--- src/rtl/clkdiv_pkg.sv ---
// Shared sizing for the divider and the rule that turns a forbidden ratio into a safe one.
// Assumes at least two counting stages.
package clkdiv_pkg;
    parameter int STAGE_W   = 4;
    parameter int NUM_STAGE = 2;
    localparam int RATIO_W  = STAGE_W * NUM_STAGE;

    // A zero ratio is replaced by 1 so the counter never wraps through the full range.
    function automatic logic [RATIO_W-1:0] safe_ratio(input logic [RATIO_W-1:0] r);
        return (r == '0) ? RATIO_W'(1) : r;
    endfunction
endpackage

--- src/rtl/clkdiv_stage.sv ---
// One down-counting slice of the divider.
// It loads its slice of the ratio on reset or reload, and otherwise decrements when borrow_i is high.
// Assumes the caller drives borrow_i high only when all lower slices are zero.
module clkdiv_stage #(
    parameter int W = 4
) (
    input  logic         clk,
    input  logic         rst_n,
    input  logic         load_i,
    input  logic [W-1:0] load_val_i,
    input  logic         borrow_i,
    output logic [W-1:0] nib_o,
    output logic         zero_o
);
    logic [W-1:0] nib_q;

    // Slice register: load takes priority, then decrement on borrow.
    always_ff @(posedge clk) begin
        if (!rst_n || load_i)
            nib_q <= load_val_i;
        else if (borrow_i)
            nib_q <= nib_q - W'(1);
    end

    assign nib_o  = nib_q;
    assign zero_o = (nib_q == '0);

    // A slice with no borrow and no load must keep its value.
    assert_hold_without_borrow_R7: assert property (@(posedge clk) disable iff (!rst_n)
        (!borrow_i && !load_i) |=> $stable(nib_q))
        else $error("slice moved without a borrow");
endmodule

--- src/rtl/clkdiv_tc.sv ---
// Terminal-count detector: the whole count equals 1 when the low slice is 1 and every upper slice is 0.
// Assumes NUM >= 2 slices.
module clkdiv_tc #(
    parameter int W   = 4,
    parameter int NUM = 2
) (
    input  logic [W-1:0]   low_nib_i,
    input  logic [NUM-2:0] upper_zero_i,
    output logic           tc_o
);
    // Combine the low-slice match with the upper-slice zero flags.
    always_comb begin
        tc_o = (low_nib_i == W'(1)) && (&upper_zero_i);
    end
endmodule

--- src/rtl/clkdiv_dn.sv ---
// Programmable clock divider built from cascaded down-counting slices.
// The count reloads the ratio at terminal count, and tick_o pulses on that edge.
// Assumes ratio_i is stable around the clock edge; a zero ratio is run as 1 and flagged.
module clkdiv_dn
    import clkdiv_pkg::*;
#(
    parameter int SW = clkdiv_pkg::STAGE_W,
    parameter int NS = clkdiv_pkg::NUM_STAGE
) (
    input  logic           clk,
    input  logic           rst_n,
    input  logic [SW*NS-1:0] ratio_i,
    output logic           tick_o,
    output logic           bad_ratio_o
);
    localparam int RW = SW * NS;

    logic [RW-1:0] load_val;
    logic [RW-1:0] cnt;
    logic [NS-1:0] zero;
    logic [NS-1:0] borrow;
    logic          tc;
    logic          tick_q;
    logic          bad_q;

    assign load_val = RW'(safe_ratio(RATIO_W'(ratio_i)));
    assign borrow[0] = 1'b1;

    genvar k;
    generate
        for (k = 0; k < NS; k++) begin : g_stage
            if (k > 0) begin : g_chain
                assign borrow[k] = borrow[k-1] & zero[k-1];
            end
            clkdiv_stage #(.W(SW)) u_stage (
                .clk        (clk),
                .rst_n      (rst_n),
                .load_i     (tc),
                .load_val_i (load_val[k*SW +: SW]),
                .borrow_i   (borrow[k]),
                .nib_o      (cnt[k*SW +: SW]),
                .zero_o     (zero[k])
            );
        end
    endgenerate

    clkdiv_tc #(.W(SW), .NUM(NS)) u_tc (
        .low_nib_i    (cnt[SW-1:0]),
        .upper_zero_i (zero[NS-1:1]),
        .tc_o         (tc)
    );

    // Output pulse: registered copy of terminal count, cleared in reset.
    always_ff @(posedge clk) begin
        if (!rst_n) tick_q <= 1'b0;
        else        tick_q <= tc;
    end

    // Error flag: records whether the ratio sampled at reset or reload was zero.
    always_ff @(posedge clk) begin
        if (!rst_n || tc) bad_q <= (ratio_i == '0);
    end

    assign tick_o      = tick_q;
    assign bad_ratio_o = bad_q;

    assert_reset_clears_R1: assert property (@(posedge clk)
        !rst_n |=> !tick_o)
        else $error("tick not cleared by reset");

    assert_reload_value_R2: assert property (@(posedge clk) disable iff (!rst_n)
        tc |=> (cnt == $past(load_val)))
        else $error("reload value wrong");

    assert_single_width_R3: assert property (@(posedge clk) disable iff (!rst_n)
        (tick_o && cnt != RW'(1)) |=> !tick_o)
        else $error("tick wider than one clock");

    assert_never_zero_R6: assert property (@(posedge clk) disable iff (!rst_n)
        cnt != '0)
        else $error("count reached zero");

    assert_zero_flag_R6: assert property (@(posedge clk) disable iff (!rst_n)
        (tc && ratio_i == '0) |=> (bad_ratio_o && cnt == RW'(1)))
        else $error("zero ratio not replaced or not flagged");
endmodule

--- config.mk ---
export PLATFORM = sky130hd
export DESIGN_NAME = clkdiv_dn
export DESIGN_NICKNAME = d
export VERILOG_FILES = /design/src/rtl/clkdiv_pkg.sv /design/src/rtl/clkdiv_stage.sv /design/src/rtl/clkdiv_tc.sv /design/src/rtl/clkdiv_dn.sv
export SDC_FILE = /design/constraint.sdc
export NUM_CORES = 1
export LEC_CHECK = 0
export ABC_CLOCK_PERIOD_IN_PS = 4600
export BUFFER_PORTS_ARGS = -buffer_cell sky130_fd_sc_hd__buf_4
export CELL_PAD_IN_SITES_DETAIL_PLACEMENT = 0
export CELL_PAD_IN_SITES_GLOBAL_PLACEMENT = 1
export CORE_AREA = 2 2 40 42
export CTS_CLUSTER_SIZE = 20
export DETAILED_ROUTE_END_ITERATION = 10
export DIE_AREA = 0 0 42 44
export GPL_ROUTABILITY_DRIVEN = 1
export GPL_TIMING_DRIVEN = 0
export PLACE_DENSITY = 0.87
export SETUP_SLACK_MARGIN = 0.2
export SLEW_MARGIN = 25
export SYNTH_ARGS = -nofsm -noshare
export SYNTH_HDL_FRONTEND = slang
export SYNTH_SLANG_ARGS = --single-unit
--- constraint.sdc ---
create_clock -name clk -period 4.6 [get_ports clk]
set_clock_uncertainty 0.15 [all_clocks]
set_input_delay 0.92 -clock clk [delete_from_list [all_inputs] [get_ports clk]]
set_output_delay 0.92 -clock clk [all_outputs]
set_load 0.02 [all_outputs]
==> impl_results.md <==
- Outcome: complete, no violations
- Total power: 0.000253 W
- Final worst path period share: 42.1%
- Clock Pin Slew Worst Setup and Hold Paths: 0.07 ns
- Vias per inst: 4.68
- Clk sinks: 10
- Crit path arrival time: 1.69 ns
- Largest net degree at the start of global routing: 11
- Insertion delay to the later sink of the worst-skew pair: 0.26 ns
- Die Height: 44 um
- Half-perimeter wire length after placement: 699 um
- Relative slew slack: 64.6%
- Setup violators final: 0
- DRC Markers: 0
- Critical path required time: 4.35 ns
- Max Fclk: 517 MHz
- Post-CTS Setup Repair Bufs: 0
- Register area share after synthesis: 43.6%
- Layout cells sized above 1: 34.9%
- CTS tree: done
- I/O pins: 12
- Gpl congestion: 0.653
- # nets final: 79
- DRT iter0 DRCs: 4
- Slew Limit Fails: 0
- Port Buf Inserts: 11
- CTS H-tree depth: 1
- CTS buffer count: 3
- Mapped Area: 574 um2
- Hold slack: 0.460 ns
- Post-CTS sizing: 0
- Wire per inst: 11.0 um
- Setup crit start kind: flip-flop
- Static leakage: 0.347 nW
- Initial antenna violation count: 0
- Number of max-cap violations: 0
- Hold buffer count at cts: 0
- Post-layout minimum cycle time: 1.93 ns
- Final hold viol count: 0
- Die area: 1850 um2
- Num rows: 14
- Core area: 1420 um2
- Mapped Avg Cell Area: 12.0 um2
- Cells after DPL: 75
- WL final: 866 um
- WS Path Type: flip-flop to flip-flop
- Synthesized Nets: 63
- Starting Density: 40.5%
- Worst vdd ir: 0.143 mV
- Worst-case clock buffer depth: 2
- Final core utilization: 50.3%
- Die width: 42 um
- Distinct cells, synth: 18
- CP Max Fanout: 10
- Mapped Cells: 48
- Most frequent cells in the layout: buf_4 (11), inv_1 (8), mux2_4 (6)
- Most common cell after layout, fill and taps aside: buf_4
- Ant diodes: 0
- TNS Setup: 0 ns
- RSZ-0062 raised after global routing: false
- FF+latch count, synth: 10
- First-pass GRT wire length: 1.43 mm
- Element type at the critical path end: flip-flop
- Pwr/cell area: 355 nW/um2
- Synth warn: 0
- CTS Root Cell: clkbuf_4
- Global route total overflow: 0
- Drt pass-1 iters: 3
- Via count: 370
- Vias in the first global route: 393
- ANT nets after route: 0
- Area growth from synthesis to layout: 24.2%
- Total track usage: 10.7%
- Measured slew at the worst slew-check pin: 0.526 ns
- Hold crit path type: flip-flop to flip-flop
- Final non-filler cell total: 79
==> where the power goes <==
part / internal (W) / switching, W
registers: 0.000109 / 0.00000884
logic: 0.0000326 / 0.0000241
clock network: 0.0000480 / 0.0000305
==> per-stage QoR <==
step,area [um2],worst slack (ns)
after detailed placement,677,2.50
after CTS,713,2.63
final,713,2.67
after global placement,677,2.50
after floorplan,574,2.66
after global routing,713,2.55
==> sequential cells by signal, indices dropped and copies added, names as in the netlist <==
register / cells
bad_ratio_o: 1
tick_o: 1
g_stage.u_stage.nib_o: 8
==> logic make-up (layout without fill, tap and decap cells) <==
kind of cell	count (synthesis)	count (layout)	synth area share (%)
adder cells (fa/ha/maj)	5	5	10.9
flip-flops	10	10	43.6
AO/OA/AOI/OAI	3	3	4.14
AND/OR/NAND/NOR	9	9	8.93
XOR/XNOR	4	4	6.10
buffers and inverters	9	24	7.19
multiplexers	8	8	19.2
==> final timing paths <==
kind                               start                           to  slack (ns)  cells after the start
min reg2reg  g_stage[0].u_stage.nib_o[0]  g_stage[0].u_stage.nib_o[0]        0.46                      2
max reg2reg  g_stage[1].u_stage.nib_o[0]  g_stage[1].u_stage.nib_o[3]        2.67                      6
min          g_stage[0].u_stage.nib_o[0]  g_stage[0].u_stage.nib_o[0]        0.46                      2
max          g_stage[1].u_stage.nib_o[0]  g_stage[1].u_stage.nib_o[3]        2.67                      6
==> Yosys cell counts <==
cell	number	area share (%)
and2_1	1	1.1
buf_6	1	2.0
dfxtp_1	5	17
edfxtp_1	5	26
ha_1	5	11
inv_1	8	5.2
mux2_4	6	16
mux2i_1	2	3.5
nand2_1	1	0.65
nor2_1	1	0.65
nor3_1	2	1.7
nor4_1	1	1.1
o21ai_0	1	0.87
o21bai_1	1	1.3
o41a_1	1	2.0
or2_1	1	1.1
or4_1	2	2.6
xor2_1	4	6.1
==> metal layers <==
layer	part of all wire [%]	GRT usage, %
met5	0	0
met4	0	7.74
met3	5.0	2.50
met2	53	18.4
met1	42	11.4
==> area by class of cell <==
| type | instances | area, um2 |
|---|---|---|
| Fill cell | 139 | 706 |
| Multi-Input combinational cell | 29 | 283 |
| Clock buffer | 4 | 36.3 |
| Sequential cell | 10 | 250 |
| Inverter | 8 | 30.0 |
| Timing Repair Buffer | 11 | 82.6 |
| Tap cell | 16 | 20.0 |
| Buffer | 1 | 11.3 |
==> worst max-delay path: stages, from the launching register on <==
cell      delay [ns]
edfxtp_1        0.39
inv_1           0.12
ha_1            0.15
nand2_1         0.06
o41a_1          0.32
buf_6           0.16
o21ai_0         0.22
Power figures use the tool's default switching activity.
